$ cat config.mk
export PLATFORM = sky130hd
export DESIGN_NAME = exc_unit
export DESIGN_NICKNAME = d
export VERILOG_FILES = /design/src/rtl/exc_pkg.sv /design/src/rtl/exc_opdecode.sv /design/src/rtl/exc_seq.sv /design/src/rtl/exc_capture.sv /design/src/rtl/exc_unit.sv
export SDC_FILE = /design/constraint.sdc
export NUM_CORES = 1
export LEC_CHECK = 0
export ABC_AREA = 1
export BUFFER_PORTS_ARGS = -buffer_cell sky130_fd_sc_hd__clkbuf_2
export CORE_MARGIN = 4
export CORE_UTILIZATION = 51
export CTS_CLUSTER_SIZE = 20
export DETAILED_ROUTE_END_ITERATION = 16
export PLACE_DENSITY = 0.87
export SYNTH_ARGS = -nofsm -noshare
export SYNTH_HDL_FRONTEND = slang
export SYNTH_SLANG_ARGS = --single-unit
$ cat constraint.sdc
create_clock -name clk -period 2 [get_ports clk]
set_input_delay 0.2 -clock clk [delete_from_list [all_inputs] [get_ports clk]]
set_output_delay 0.2 -clock clk [all_outputs]
set_load 0.02 [all_outputs]
$ cat src/rtl/exc_pkg.sv
package exc_pkg;
  localparam int OPW = 6;

  localparam logic [OPW-1:0] OP_RTYPE  = 6'h00;
  localparam logic [OPW-1:0] OP_JUMP   = 6'h02;
  localparam logic [OPW-1:0] OP_BEQ    = 6'h04;
  localparam logic [OPW-1:0] OP_LOAD   = 6'h23;
  localparam logic [OPW-1:0] OP_STORE  = 6'h2B;

  typedef enum logic [2:0] {
    CLS_RTYPE, CLS_LOAD, CLS_STORE, CLS_BRANCH, CLS_JUMP, CLS_ILLEGAL
  } op_class_t;

  typedef enum logic [3:0] {
    ST_FETCH, ST_DECODE, ST_MADDR, ST_MREAD, ST_MWB, ST_MWRITE,
    ST_REXEC, ST_RWB, ST_BRANCH, ST_JUMP, ST_XUNDEF, ST_XOVF
  } ctl_state_t;

  typedef enum logic [1:0] {
    PCS_SEQ    = 2'b00,
    PCS_BRANCH = 2'b01,
    PCS_JUMP   = 2'b10,
    PCS_TRAP   = 2'b11
  } pc_sel_t;
endpackage

$ cat src/rtl/exc_opdecode.sv
module exc_opdecode
  import exc_pkg::*;
(
  input  logic [OPW-1:0] op,
  output op_class_t      cls
);
  always_comb begin
    unique case (op)
      OP_RTYPE: cls = CLS_RTYPE;
      OP_LOAD:  cls = CLS_LOAD;
      OP_STORE: cls = CLS_STORE;
      OP_BEQ:   cls = CLS_BRANCH;
      OP_JUMP:  cls = CLS_JUMP;
      default:  cls = CLS_ILLEGAL;
    endcase
  end
endmodule

$ cat src/rtl/exc_seq.sv
module exc_seq
  import exc_pkg::*;
(
  input  logic       clk,
  input  logic       rst,
  input  op_class_t  cls,
  input  logic       alu_ovf,
  output ctl_state_t state,
  output pc_sel_t    pc_sel,
  output logic       rf_we,
  output logic       trap_we,
  output logic       trap_is_ovf
);
  ctl_state_t state_q, state_d;
  op_class_t  cls_q;

  // The class is kept from decode so that the memory steps can tell load from store.
  always_ff @(posedge clk) begin
    if (rst) begin
      state_q <= ST_FETCH;
      cls_q   <= CLS_RTYPE;
    end else begin
      state_q <= state_d;
      if (state_q == ST_DECODE) cls_q <= cls;
    end
  end

  always_comb begin
    state_d = ST_FETCH;
    unique case (state_q)
      ST_FETCH:  state_d = ST_DECODE;
      ST_DECODE: begin
        unique case (cls)
          CLS_RTYPE:            state_d = ST_REXEC;
          CLS_LOAD, CLS_STORE:  state_d = ST_MADDR;
          CLS_BRANCH:           state_d = ST_BRANCH;
          CLS_JUMP:             state_d = ST_JUMP;
          default:              state_d = ST_XUNDEF; // caught before any execute step
        endcase
      end
      ST_MADDR:  state_d = (cls_q == CLS_LOAD) ? ST_MREAD : ST_MWRITE;
      ST_MREAD:  state_d = ST_MWB;
      ST_REXEC:  state_d = alu_ovf ? ST_XOVF : ST_RWB; // overflow replaces writeback
      default:   state_d = ST_FETCH;
    endcase
  end

  // Moore decode: outputs depend on the state register only.
  always_comb begin
    pc_sel      = PCS_SEQ;
    rf_we       = 1'b0;
    trap_we     = 1'b0;
    trap_is_ovf = 1'b0;
    unique case (state_q)
      ST_BRANCH: pc_sel = PCS_BRANCH;
      ST_JUMP:   pc_sel = PCS_JUMP;
      ST_RWB, ST_MWB: rf_we = 1'b1;
      ST_XUNDEF: begin
        pc_sel  = PCS_TRAP;
        trap_we = 1'b1;
      end
      ST_XOVF: begin
        pc_sel      = PCS_TRAP;
        trap_we     = 1'b1;
        trap_is_ovf = 1'b1;
      end
      default: ;
    endcase
  end

  assign state = state_q;
endmodule

$ cat src/rtl/exc_capture.sv
module exc_capture #(
  parameter int XLEN    = 32,
  parameter int PC_STEP = 4
) (
  input  logic            clk,
  input  logic            rst,
  input  logic            we,
  input  logic            is_ovf,
  input  logic [XLEN-1:0] pc,
  output logic [XLEN-1:0] epc,
  output logic [XLEN-1:0] cause
);
  localparam logic [XLEN-1:0] STEP = XLEN'(PC_STEP);

  logic [XLEN-1:0] fault_addr;
  logic [XLEN-1:0] code;

  // The PC was advanced at fetch; step back to the faulting instruction.
  assign fault_addr = pc - STEP;
  assign code       = {{(XLEN-1){1'b0}}, is_ovf};

  always_ff @(posedge clk) begin
    if (rst) begin
      epc   <= '0;
      cause <= '0;
    end else if (we) begin
      epc   <= fault_addr;
      cause <= code;
    end
  end
endmodule

$ cat src/rtl/exc_unit.sv
module exc_unit #(
  parameter int              XLEN      = 32,
  parameter int              PC_STEP   = 4,
  parameter logic [XLEN-1:0] TRAP_ADDR = 32'h8000_0180
) (
  input  logic            clk,
  input  logic            rst,
  input  logic [5:0]      opcode,
  input  logic            alu_ovf,
  input  logic [XLEN-1:0] pc,
  output logic [XLEN-1:0] epc,
  output logic [XLEN-1:0] cause,
  output logic            epc_wr,
  output logic            cause_wr,
  output logic [1:0]      pc_src,
  output logic            rf_wr,
  output logic [XLEN-1:0] trap_pc
);
  import exc_pkg::*;

  op_class_t  cls;
  ctl_state_t state;
  pc_sel_t    pc_sel;
  logic       rf_we, trap_we, trap_is_ovf;

  exc_opdecode u_dec (
    .op  (opcode),
    .cls (cls)
  );

  exc_seq u_seq (
    .clk         (clk),
    .rst         (rst),
    .cls         (cls),
    .alu_ovf     (alu_ovf),
    .state       (state),
    .pc_sel      (pc_sel),
    .rf_we       (rf_we),
    .trap_we     (trap_we),
    .trap_is_ovf (trap_is_ovf)
  );

  exc_capture #(.XLEN(XLEN), .PC_STEP(PC_STEP)) u_cap (
    .clk    (clk),
    .rst    (rst),
    .we     (trap_we),
    .is_ovf (trap_is_ovf),
    .pc     (pc),
    .epc    (epc),
    .cause  (cause)
  );

  assign epc_wr   = trap_we;
  assign cause_wr = trap_we;
  assign pc_src   = pc_sel;
  assign rf_wr    = rf_we;
  assign trap_pc  = TRAP_ADDR;

  logic unused_state;
  assign unused_state = ^state;
endmodule

==> results, run 1 <==
- The flow ran to the end, and the final reports show no timing, DRC or antenna violations.
- The total number of nets in the final design is 599.
- After synthesis the cells add up to around 3000 um2.
- The post-synthesis register bit count is 40.
- The critical path launch point type is a flop.
- The number of hold violations in the final report is 0.
- In this run the power density over the cells is slightly above 700 nW/um2.
- The finished cells cover 3338 um2.
- On the critical path, the stage with the largest delay is an instance of dfxtp_1.
- The clock net in this run drives a total of 40 sinks.
- The repair_antennas step left the layout with diodes totalling 0.
- The floorplan has 27 rows.
- The first global-routing pass estimated between 10 and 15 mm of wire.
- Setup repair after global routing left no endpoint under its margin.
- The overall track demand over capacity in global routing is a little over a fifth.
- Counting instances, the worst hold path has a depth of 2.
- The detailed-route via count is slightly above 3000.
- The destination of the worst hold path is u_cap.epc[2]$_SDFFE_PP0P_.
- The required time of the critical path is 1.80 ns.
- Once the clock tree was built, the resizer swapped 0 gates to a different size.
- The total overflow left after global routing is 0.
- At the end of routability-driven placement, the weighted congestion stood at about 0.95.
- The switching power total is 879.6 uW.
- The signal on the critical path passes through nand2_1 > nor2_4 > buf_4 > clkbuf_2.
- Cells with a size suffix above 1 make up a little under a fifth of the layout.
- The proportion of power drawn by the clock network is 28.2%.
- Per report_power, the combinational group accounts for between 30% and 40% of the total.
- Compared with the post-synthesis result, the final layout area differs by 11.03%.
- The number of setup buffers added after CTS is 0.
- The analysis attributes to cell leakage a power of roughly 0.0018 uW.
- The iteration-0 DRC count of the detailed router is about 160.
- The largest net degree at the start of global routing is 35.
- Data arrives at the worst endpoint at 1.35 ns.
- The average vias per placed instance is about 4.8.
- The TritonCTS clock tree is built.
- After clock tree synthesis, the clock-pin slew on the worst setup and hold paths is roughly 0.080 ns.
- At the end of the flow the core is filled with cells to between 50% and 60%.
- The relative contribution of sequential cells to total power is between 40% and 50%.
- The number of global-route vias before repair is ~2800.
- The startpoint of the lowest-slack register-to-register path is u_seq.state[3]$_SDFF_PP0_.
- The floorplan step defined a die boundary enclosing slightly above 7000 um2.
- The post-route fraction of the period consumed by the critical path is 77.54%.
- The routed design has ~7.5 mm of wire.
- The setup check on the worst reg-to-reg path leaves a slack of a little over 0.5 ns.
- The initial utilization of the core area, before any placement, comes to roughly 54%.
- Adding up every negative setup slack in the final design gives 0 ns.
- VDD sags by at most 0.0002948 V.
- The worst register-to-register path ends at u_cap.epc[8]$_SDFFE_PP0P_.
- The final number of setup-violating endpoints is 0.
- The initial antenna violation count came to 0.
- The worst hold path begins at pc[2].
- The cell area after placement is 3227 um2.
- In this design, the stage delay of the slowest critical-path cell is 0.37 ns.
- The achievable clock frequency is between 0.6 and 0.7 GHz.
- The root buffer cell is clkbuf_8.
- The critical path is of the reg2out type.
- The die extent in y is ~85 um.
- Of all nets on the critical path, the largest fanout is 18.
- The count of max-cap constraint violations is 0.
- Yosys printed 0 warnings.
- The number of filler cells placed in the layout is roughly 590.
- Counting cells, the worst reg-to-reg path comes to 8.
- On the final layout, the worst clock skew is between 0.008 and 0.009 ns.
- Clock tree synthesis inserted a total of 5 buffers.
- The region available for standard cell placement spans 5608 um2.
- The detail route stage leaves a number of antenna-violating nets equal to 0.
- The x dimension of the die is 84.78 um.
- The number of buffers inserted by hold repair at cts is 0.
- The HPWL after detailed placement is around 6.2 mm.
- In this run the tool buffered the top-level ports with between 70 and 80 buffer cells.
- The sequential element share of the synthesized area is a little over a quarter.
- The post-synthesis instance total is 480.
- No sink is reached through more buffers than the 2 on the longest clock path.
- The internal power component is 1488 uW.
- The detailed-route wire length per cell is 11.83 um.
- The number of pins with negative max-slew slack in the final report is 0.
- Yosys mapped the design onto 30 distinct sky130hd cell types.
- Net switching is about 37% of the power.
- For this run, design rule violations remaining after detail routing come to 0.
- The H-tree depth is 2.
- The class of the tightest hold or removal check is in2reg.
- The source-to-sink clock delay at the later pin of the worst-skew pair is ~0.30 ns.
- For this run, the detailed router's first-pass iteration total came to 6.
- The smallest clock period supported by the final layout is computed as ~1.6 ns.
- The top-level port count is 142.
- The kind of capture point of the worst setup path is an output port.
- In this run the mean area of a mapped cell was ~6.3 um2.
==> flip-flops by register name, summed over array words and instances (netlist names) <==
signal,cells
u_cap.cause,1
u_seq.cls_q,3
u_seq.state,4
u_cap.epc,32
==> stage by stage <==
| stage | setup slack (ns) | instances | total power (uW) | hold WS, ns |
|---|---|---|---|---|
| floorplan | 0.6214 | 541 | 1593 | 0.2691 |
| global placement | 0.5258 | 622 | 1699 | 0.4005 |
| finish | 0.4491 | 630 | 2368 | 0.09299 |
| CTS | 0.4313 | 630 | 2384 | 0.08659 |
| global route | 0.3528 | 630 | 2524 | 0.08770 |
| detailed placement | 0.4321 | 622 | 1714 | 0.4062 |
==> layer usage <==
layer	vias up	global-route usage [%]	share of wire, %
met5	-	0	0
met4	0	6.906	1.7
met3	14	5.790	10
met2	143	36.44	48
met1	1328	24.76	40
li1	1531	-	-
==> Yosys cell counts, drive strengths merged <==
| library cell | count | share of area (%) |
|---|---|---|
| a21oi | 13 | 2.2 |
| xor2 | 5 | 1.5 |
| dfxtp | 40 | 27 |
| nor2 | 82 | 11 |
| o22ai | 1 | 0.21 |
| clkbuf | 3 | 0.37 |
| o21bai | 7 | 1.7 |
| o211ai | 6 | 1.5 |
| o21a | 12 | 3.0 |
| ha | 1 | 0.42 |
| inv | 69 | 8.6 |
| nor3b | 1 | 0.25 |
| nand4 | 8 | 1.7 |
| or2 | 3 | 0.62 |
| buf | 70 | 17 |
| nor3 | 2 | 0.33 |
| nand3 | 36 | 6.0 |
| nand2 | 89 | 12 |
| conb | 2 | 0.25 |
| xnor2 | 1 | 0.29 |
| o21ai | 26 | 4.3 |
| nand3b | 3 | 0.75 |
==> power by group through the flow <==
stage	Clock, uW	Combinational [uW]	Sequential (uW)
floorplan	0	575	1020
global placement	0	730	970
detailed placement	0	740	974
CTS	684	744	955
global route	721	834	969
finish	667	745	955
==> area by class of cell <==
type / instances / area (um2) / share of cell area, %
multi-input combinational: 359 / 1657 / 49.63
sequential: 40 / 800.8 / 23.99
timing repair buffer: 82 / 420.4 / 12.59
inverter: 69 / 259.0 / 7.759
tap: 72 / 90.09 / 2.699
clock buffer: 5 / 68.82 / 2.061
clock inverter: 3 / 42.54 / 1.274
==> cells in the final DEF, fill, tap and decap left out, types with 8 or more instances in the layout <==
cell / instances
clkbuf_2: 78
nand2_1: 86
conb_1: 63
nor2_1: 77
dfxtp_1: 40
nand4_1: 8
o21a_1: 12
o21ai_0: 21
inv_1: 68
a21oi_1: 13
nand3_1: 36
==> cell families after synthesis <==
group           after synthesis  share of synthesized area [%]
simple gates                224                          31.96
buf+inv                     142                          26.05
compound gates               65                          12.94
flops                        40                          26.63
xor+xnor                      6                          1.748
other cells                   2                         0.2498
fa+ha+maj                     1                         0.4161
==> critical path, delay by kind of cell, from the launching register on <==
| kind | cells | cell delay, ns |
|---|---|---|
| flops | 1 | 0.37 |
| buf+inv | 2 | 0.42 |
| simple gates | 2 | 0.26 |
==> worst max-delay path by stage <==
stage | start | end | slack [ns] | depth (start not counted)
6_report | u_seq.state[3]$_SDFF_PP0_ | epc_wr | 0.45 | 4
5_1_grt | u_seq.state[1]$_SDFF_PP0_ | epc_wr | 0.35 | 4
4_1_cts | u_seq.state[3]$_SDFF_PP0_ | epc_wr | 0.43 | 4
3_5_place_dp | pc[2] | u_cap.epc[16]$_SDFFE_PP0P_ | 0.43 | 9
3_3_place_gp | pc[2] | u_cap.epc[18]$_SDFFE_PP0P_ | 0.53 | 10
2_1_floorplan | u_seq.state[2]$_SDFF_PP0_ | epc_wr | 0.62 | 6
Note: power is estimated with default switching activity, not from simulation.
==> run 2, diff against run 1 <==
Settings changed: CORE_UTILIZATION 51 to 47, PLACE_DENSITY 0.87 to 0.81.
Clock period 2 ns to 1.5 ns, I/O delays scaled along.
==> results, run 2 (synthesis results as in run 1) <==
- The kind of capture point of the worst setup path is an output port (unchanged).
- The worst ir drop on vdd was 0.0005934 V (was 0.0002948 V).
- The number of pins with negative max-slew slack in the final report is 0 (unchanged).
- The number of port buffers is 78 (unchanged).
- The H-tree depth came to 2 (unchanged).
- The fraction of final layout cells with drive strength greater than 1 is 19.33% (was 18.10%).
- Highest-count cells in the layout ignoring fill and taps: 85 x nand2_1, 77 x nor2_1, 77 x clkbuf_2 (was 86 x nand2_1, 78 x clkbuf_2, 77 x nor2_1).
- The final number of setup-violating endpoints is 0 (unchanged).
- The source-to-sink clock delay at the later pin of the worst-skew pair is 0.30 ns (about the same).
- The total number of clock tree sinks is 40 (unchanged).
- The starting utilization of the core area is 49.61% (was 53.61%).
- The achievable clock frequency is between 0.7 and 0.8 GHz.
- The number of detailed-routing iterations run before antenna repair was 4 (was 6).
- The leakage power total is 0.001902 uW (was 0.001847 uW).
- The number of clock buffers inserted by TritonCTS was 5 (unchanged).
- The top-level port count is 142 (unchanged).
- The x dimension of the die was 87.98 um (was 84.78 um).
- The count of standard-cell rows is 28 (was 27).
- The number of filler cells placed in the layout is 607 (was 585).
- The final cell count without fillers came to 639 (was 630).
- The critical path launch point type is a flop (unchanged).
- The routed wire length is 7.733 mm (was 7.452 mm).
- The clock tree skew after final layout is 0.01404 ns (was 0.008464 ns).
- The global-route wire length before repair is 12.72 mm (was 12.49 mm).
- The category of the critical setup timing path is reg2out (unchanged).
- The iteration-0 DRC count of the detailed router was 244 (was 156).
- The TritonCTS clock tree is built (unchanged).
- The total number of nets in the final design is 605 (was 599).
- The largest net degree at the start of global routing was 36 (was 35).
- The depth of the worst register-to-register path came to 8 (unchanged).
- The area growth from synthesis to final layout is 15.19% (was 11.03%).
- The post-placement cell count was 627 (was 622).
- The total global routing overflow was 0 (unchanged).
- The number of antenna diodes is 0 (unchanged).
- The most common cell after layout, fill and taps aside is nand2_1 (unchanged).
- The met3 wirelength from detailed routing is 737 um (was 748 um).
- The flip-flop count of the largest register, all copies and words added is 32 (unchanged).
- For the finished layout, the period the worst path requires is 1.395 ns.
- The remaining number of nets flagged by the antenna check after routing is 0 (unchanged).
- The detailed-route via count is 3056 (was 3016).
- The highest net fanout along the worst path is 15 (was 18).
- The number of buffers on the longest clock path was 2 (unchanged).
- The number of buffers inserted by hold repair at cts came to 0 (unchanged).
- The count of max-cap constraint violations was 0 (unchanged).
- The number of global-route vias before repair is 2863 (was 2826).
- The instance count along the most critical hold path is 2 (unchanged).
- The clock input transition at the sequential cells of the worst setup and hold paths was 0.08 ns (about the same).
- The power density relative to cell area is 931.8 nW/um2 (was 709.3 nW/um2).
- The number of hold violations in the final report is 0 (unchanged).
- The half-perimeter wire length after placement is 6.024 mm (was 6.188 mm).
- The average vias per placed instance is 4.782 (was 4.787).
- The required time of the critical path was 1.35 ns (was 1.80 ns).
- The post-route fraction of the period consumed by the critical path is between 90% and 100%.
- The worst endpoint data arrival time is 1.25 ns (was 1.35 ns).
- The class of the tightest hold or removal check is in2reg (unchanged).
- The length of routed wiring on met1 is 3.301 mm (was 2.969 mm).
- The initial antenna violation count is 0 (unchanged).
- The detailed-route wire length per cell is 12.10 um (was 11.83 um).
- The highest metal layer with signal wires is met4 (unchanged).
- The wire length on met2 is 3.569 mm (was 3.608 mm).
- The root buffer cell is clkbuf_8 (unchanged).
- Result of the run: finished clean (unchanged).
- The remaining routing DRC violations is 0 (unchanged).
- The die extent in y is 87.98 um (was 84.78 um).
- The area of the core is 6061 um2 (was 5608 um2).
- Unrepaired setup endpoints after global routing: no (unchanged).
- The aggregate negative setup slack came to 0 ns (unchanged).
- The final RePlAce weighted congestion is 0.9132 (was 0.9538).
- The die outline area is 7740 um2 (was 7188 um2).
- The overall track demand over capacity in global routing is 20.40% (was 20.95%).
- The largest register by flop count is u_cap.epc (unchanged).
## run 2: changes by cell type in the layout (fill, tap and decap cells not counted), sizes merged
cell	previous run	this run
buf	4	9
bufbuf	0	1
## run 2: repair_timing
| action | 4_1_cts | 5_1_grt |
|---|---|---|
| endpoints found under the setup margin | 2 | 23 |
| gates resized for setup | 1 | 3 |
| pin swaps | 1 | 1 |
| cloned | 2 | 0 |
| setup buffers | 2 | 0 |
## run 2: worst max-delay path: stages (launching register included)
cell,delay (ns)
dfxtp_1,0.32
inv_1,0.08
nand2_2,0.09
nor2_4,0.14
buf_12,0.15
clkbuf_4,0.17
## run 2: path summary, 6_finish.rpt
check | startpoint | endpoint | slack, ns
setup reg to reg | u_seq.state[2]$_SDFF_PP0_ | u_cap.epc[9]$_SDFFE_PP0P_ | 0.14
hold / removal | pc[2] | u_cap.epc[2]$_SDFFE_PP0P_ | 0.04
setup / recovery | u_seq.state[2]$_SDFF_PP0_ | cause_wr | 0.10
hold reg to reg | u_cap.cause[0]$_SDFFE_PP0P_ | u_cap.cause[0]$_SDFFE_PP0P_ | 0.46
## run 2: routing by layer
metal / track usage [%] / vias up
li1: - / 1548
met1: 24.77 / 1376
met2: 35.34 / 117
met3: 5.362 / 15
met4: 5.858 / 0
met5: 0 / -
## run 2: area by class of cell
class	instances	area (um2)	area share [%]
Clock buffer	5	68.82	1.987
Clock inverter	3	42.54	1.228
Inverter	69	259.0	7.478
Multi-Input combinational cell	359	1659	47.90
Sequential cell	40	802.0	23.16
Tap cell	75	93.84	2.710
Timing Repair Buffer	88	538.0	15.53
## run 2: report_power, final
| group | switching (uW) | internal, uW | leakage (uW) |
|---|---|---|---|
| sequential | 79.9 | 1200 | 0.000324 |
| combinational | 712 | 337 | 0.00152 |
| clock | 408 | 493 | 0.0000541 |
## run 2: per-stage QoR
step           hold slack [ns]  area, um2  power (uW)  setup slack [ns]  util (%)
2_1_floorplan           0.2191       3236        2124            0.1714         -
3_3_place_gp            0.3459       3271        2279            0.1224     53.96
3_5_place_dp            0.3589       3271        2299           0.07167     53.96
4_1_cts                0.03389       3465        3236           0.02174     57.16
5_1_grt                0.04890       3463        3435           0.01346     57.14
6_report               0.03711       3463        3227            0.1049     57.14
==> run 3, diff against run 2 <==
--- a/config.mk
+++ b/config.mk
@@ -6,11 +6,10 @@
 export NUM_CORES = 1
 export LEC_CHECK = 0
-export ABC_AREA = 1
 export BUFFER_PORTS_ARGS = -buffer_cell sky130_fd_sc_hd__clkbuf_2
 export CORE_MARGIN = 4
-export CORE_UTILIZATION = 47
+export CORE_UTILIZATION = 45
 export CTS_CLUSTER_SIZE = 20
 export DETAILED_ROUTE_END_ITERATION = 16
-export PLACE_DENSITY = 0.81
+export PLACE_DENSITY = 0.8
 export SYNTH_ARGS = -nofsm -noshare
 export SYNTH_HDL_FRONTEND = slang
==> constraint.sdc (replaced) <==
create_clock -name clk -period 1.5 [get_ports clk]
set_input_delay 0.45 -clock clk [delete_from_list [all_inputs] [get_ports clk]]
set_output_delay 0.45 -clock clk [all_outputs]
set_load 0.02 [all_outputs]
==> results, run 3 <==
- The remaining number of nets flagged by the antenna check after routing was 0 (unchanged).
- The area growth from synthesis to final layout came to 60.28% (was 15.19%).
- The flip-flop cell with the highest count after synthesis is dfxtp_1 (unchanged).
- The cell area after placement was 3373 um2 (was 3271 um2).
- The iteration-0 DRC count of the detailed router is 69 (was 244).
- The kind of capture point of the worst setup path is a flop (was output port).
- The number of unique standard cell types used by synthesis is 44 (was 30).
- The number of hold violations in the final report is 0 (unchanged).
- The fraction of post-synthesis cell area in the top cell type by area was 30.52% (was 26.63%).
- The number of global-route vias before repair is 2699 (was 2863).
- The die outline area is 7117 um2 (was 7740 um2).
- Most frequent cells after synthesis: 64 x buf_4, 48 x nor2_1, 40 x dfxtp_1 (was 86 x nand2_1, 77 x nor2_1, 68 x inv_1).
- Cell types with the largest area share after synthesis: dfxtp_1 31%, buf_4 18%, nor2_1 6.9% (was dfxtp_1 27%, buf_4 16%, nand2_1 11%).
- The starting utilization of the core area is 47.07% (was 49.61%).
- The x dimension of the die is 84.36 um (was 87.98 um).
- The die extent in y is 84.36 um (was 87.98 um).
- The total power draw is 2792 uW (was 3227 uW).
- The total number of clock tree sinks was 40 (unchanged).
- The remaining routing DRC violations is 0 (unchanged).
- The average cell area after synthesis is 8.225 um2 (was 6.264 um2).
- The final number of setup-violating endpoints is 30 (was 0).
- The most heavily used metal layer in global routing is met2 (unchanged).
- The achievable clock frequency is 0.4797 GHz (was 0.7168 GHz).
- The number of filler cells placed in the layout came to 404 (was 607).
- The critical path launch point type is an input pin (was flop).
- The TritonCTS clock tree is built (unchanged).
- The cell area after layout is 4205 um2 (was 3463 um2).
- The post-synthesis instance total is 319 (was 480).
- The actual transition at the worst max-transition pin is approximately 0.57 ns.
- The relative contribution of sequential cells to total power is 41.2% (was 39.6%).
- The largest register by flop count is u_cap.epc (unchanged).
- The source-to-sink clock delay at the later pin of the worst-skew pair is 0.29 ns (was 0.30 ns).
- The tightest slew margin relative to the limit is between 60 and 70%.
- The most common cell after layout, fill and taps aside is clkbuf_2 (was nand2_1).
- The average vias per placed instance is 5.205 (was 4.782).
- The number of warnings printed during yosys synthesis is 0 (unchanged).
- The count of standard-cell rows came to 27 (was 28).
- The number of buffers on the longest clock path came to 2 (unchanged).
- The worst ir drop on vdd was 0.0003608 V (was 0.0005934 V).
- The fraction of synthesis flops using an asynchronous set or reset pin was 0% (unchanged).
- The post-synthesis register bit count came to 40 (unchanged).
- The proportion of power drawn by the clock network was 27.0% (was 27.9%).
- The clock tree skew after final layout came to 0.002957 ns (was 0.01404 ns).
- The half-perimeter wire length after placement came to 5.515 mm (was 6.024 mm).
- The number of clock buffers inserted by TritonCTS is 5 (unchanged).
- The power density relative to cell area is 664.0 nW/um2 (was 931.8 nW/um2).
- The area of the core is 5574 um2 (was 6061 um2).
- The worst path setup slack after routing is -0.5847 ns (was 0.1049 ns).
- The H-tree depth came to 2 (unchanged).
- The detailed-route via count is 2873 (was 3056).
- The cell taking the most area after synthesis is dfxtp_1 (unchanged).
- The net switching share of the total power is 33.71% (was 37.18%).
- The global-route track usage on met2 came to 37.09% (was 35.34%).
- The number of buffers inserted by hold repair at cts is 0 (unchanged).
- The largest net degree at the start of global routing is 40 (was 36).
- The met3 track demand over resource is 4.122% (was 5.362%).
- The switching power total was 941.4 uW (was 1200 uW).
- The top-level port count is 142 (unchanged).
- The overall track demand over capacity in global routing is 21.07% (was 20.40%).
- The total number of nets in the final design is 521 (was 605).
- The highest net fanout along the worst path was 7 (was 15).
- The class of the tightest hold or removal check is in2reg (unchanged).
- The leakage power total is 0.001739 uW (was 0.001902 uW).
- The met1 global-route usage was 25.72% (was 24.77%).
- Highest-count cells in the layout ignoring fill and taps: 67 x clkbuf_2, 65 x buf_4, 63 x conb_1 (was 85 x nand2_1, 77 x nor2_1, 77 x clkbuf_2).
- The mapped cell area was 2624 um2 (was 3007 um2).
- The category of the critical setup timing path is in2reg (was reg2out).
- The number of port buffers is 78 (unchanged).
- The combinational group share of total power is 31.8% (was 32.5%).
- The clock input transition at the sequential cells of the worst setup and hold paths is 0.08 ns (about the same).
- The initial antenna violation count is 0 (unchanged).
- The number of detailed-routing iterations run before antenna repair is 4 (unchanged).
- Unrepaired setup endpoints after global routing: yes (was no).
- The fraction of final layout cells with drive strength greater than 1 came to 52.08% (was 19.33%).
- The flip-flop count of the largest register, all copies and words added is 32 (unchanged).
- The root buffer cell is clkbuf_8 (unchanged).
- The final design utilization came to 75.44% (was 57.14%).
- The internal power component is 1851 uW (was 2027 uW).
- The shortest clock period the worst path allows after layout is 2.085 ns (was 1.395 ns).
- The count of max-cap constraint violations is 0 (unchanged).
- Result of the run: complete, but fails checks (was finished clean).
- The worst endpoint data arrival time was 2.29 ns (was 1.25 ns).
- The count of flip-flops with a built-in enable after synthesis is 0 (unchanged).
- The global-route wire length before repair is 12.42 mm (was 12.72 mm).
- The number of antenna diodes is 0 (unchanged).
- The final RePlAce weighted congestion is 0.8971 (was 0.9132).
- The post-route fraction of the period consumed by the critical path is 139.0% (was 93.00%).
- The total global routing overflow was 0 (unchanged).
- The checks that failed: negative setup slack.
- The detailed-route wire length per cell came to 15.38 um (was 12.10 um).
- The required time of the critical path came to 1.70 ns (was 1.35 ns).
- The leading cell type by number of instances after synthesis is buf_4 (was nand2_1).
- The sequential element share of the synthesized area came to 30.52% (was 26.63%).
- The number of pins with negative max-slew slack in the final report is 0 (unchanged).
- The routed wire length is 8.491 mm (was 7.733 mm).
[run 3: cell count changes after synthesis, sizes merged, moves of 9 or more]
| cell | delta |
|---|---|
| nand2 | -83 |
| inv | -66 |
| nor2 | -34 |
| nand3 | -32 |
| o21ai | -19 |
| a311oi | +17 |
| or4 | +16 |
| a211oi | +13 |
| o31ai | +13 |
| o21a | -12 |
| clkbuf | +9 |
[run 3: power by group through the flow]
stage	combinational [uW]	clock, uW	sequential, uW
finish	889	753	1150
global route	949	821	1160
global placement	674	0	1170
CTS	781	766	1150
detailed placement	691	0	1170
floorplan	500	0	1200
[run 3: path summary, 6_finish.rpt]
kind                            slack, ns  cells past startpoint                          to                      start
worst max-delay path                -0.58                      5  u_cap.epc[28]$_SDFFE_PP0P_                     pc[24]
worst min-delay path                 0.40                      3   u_cap.epc[1]$_SDFFE_PP0P_                      pc[1]
worst max register to register      -0.04                      6  u_cap.epc[13]$_SDFFE_PP0P_  u_seq.state[3]$_SDFF_PP0_
worst min register to register       0.50                      2   u_cap.epc[1]$_SDFFE_PP0P_  u_cap.epc[1]$_SDFFE_PP0P_
[run 3: through the flow]
stage | instances | hold slack [ns] | setup slack (ns) | TNS (ns)
6_report | 552 | 0.4000 | -0.5847 | -7.924
5_1_grt | 552 | 0.4075 | -0.5968 | -9.814
4_1_cts | 541 | 0.3956 | -0.5379 | -7.275
3_5_place_dp | 512 | 0.4796 | -0.8924 | -15.72
3_3_place_gp | 512 | 0.4712 | -0.8723 | -14.79
2_1_floorplan | 380 | 0.4637 | -0.7252 | -8.633
[run 3: per-layer routing]
layer,up-vias,part of all wire (%),wire length [um]
met3,19,6.8,577
met5,-,0,0
met2,127,51,4300
li1,1364,-,-
met1,1363,39,3348
met4,0,3.1,265
[run 3: kinds of logic after synthesis]
logic type                 after synthesis  synth area share (%)
buffers and inverters                   83                 21.36
muxes                                    5                 1.908
and+or+nand+nor                        116                 24.46
other                                    2                0.2862
DFF                                     40                 30.52
xor gates and xnor gates                12                 4.006
adders and majority gates                1                0.4768
AOI/OAI and AO/OA                       60                 16.98
[run 3: area by class of cell]
class | instances | area, um2 | share of cell area [%]
Timing Repair Buffer | 171 | 1275 | 30.32
Sequential cell | 40 | 808.3 | 19.22
Tap cell | 72 | 90.09 | 2.142
Inverter | 3 | 33.78 | 0.8033
Clock buffer | 7 | 86.33 | 2.053
Multi-Input combinational cell | 258 | 1904 | 45.28
Clock inverter | 1 | 7.507 | 0.1785
[run 3: critical path, stage by stage]
cell      delay [ns]
buf_6           0.09
or4_4           0.57
or4_4           0.44
or4_4           0.52
a311oi_2        0.21
[run 3: what timing repair did]
action | in CTS | in global routing
gates cloned | 1 | 2
buffers inserted | 20 | 10
setup endpoints to repair | 27 | 39
gates resized for setup | 45 | 74
pin swaps | 35 | 29
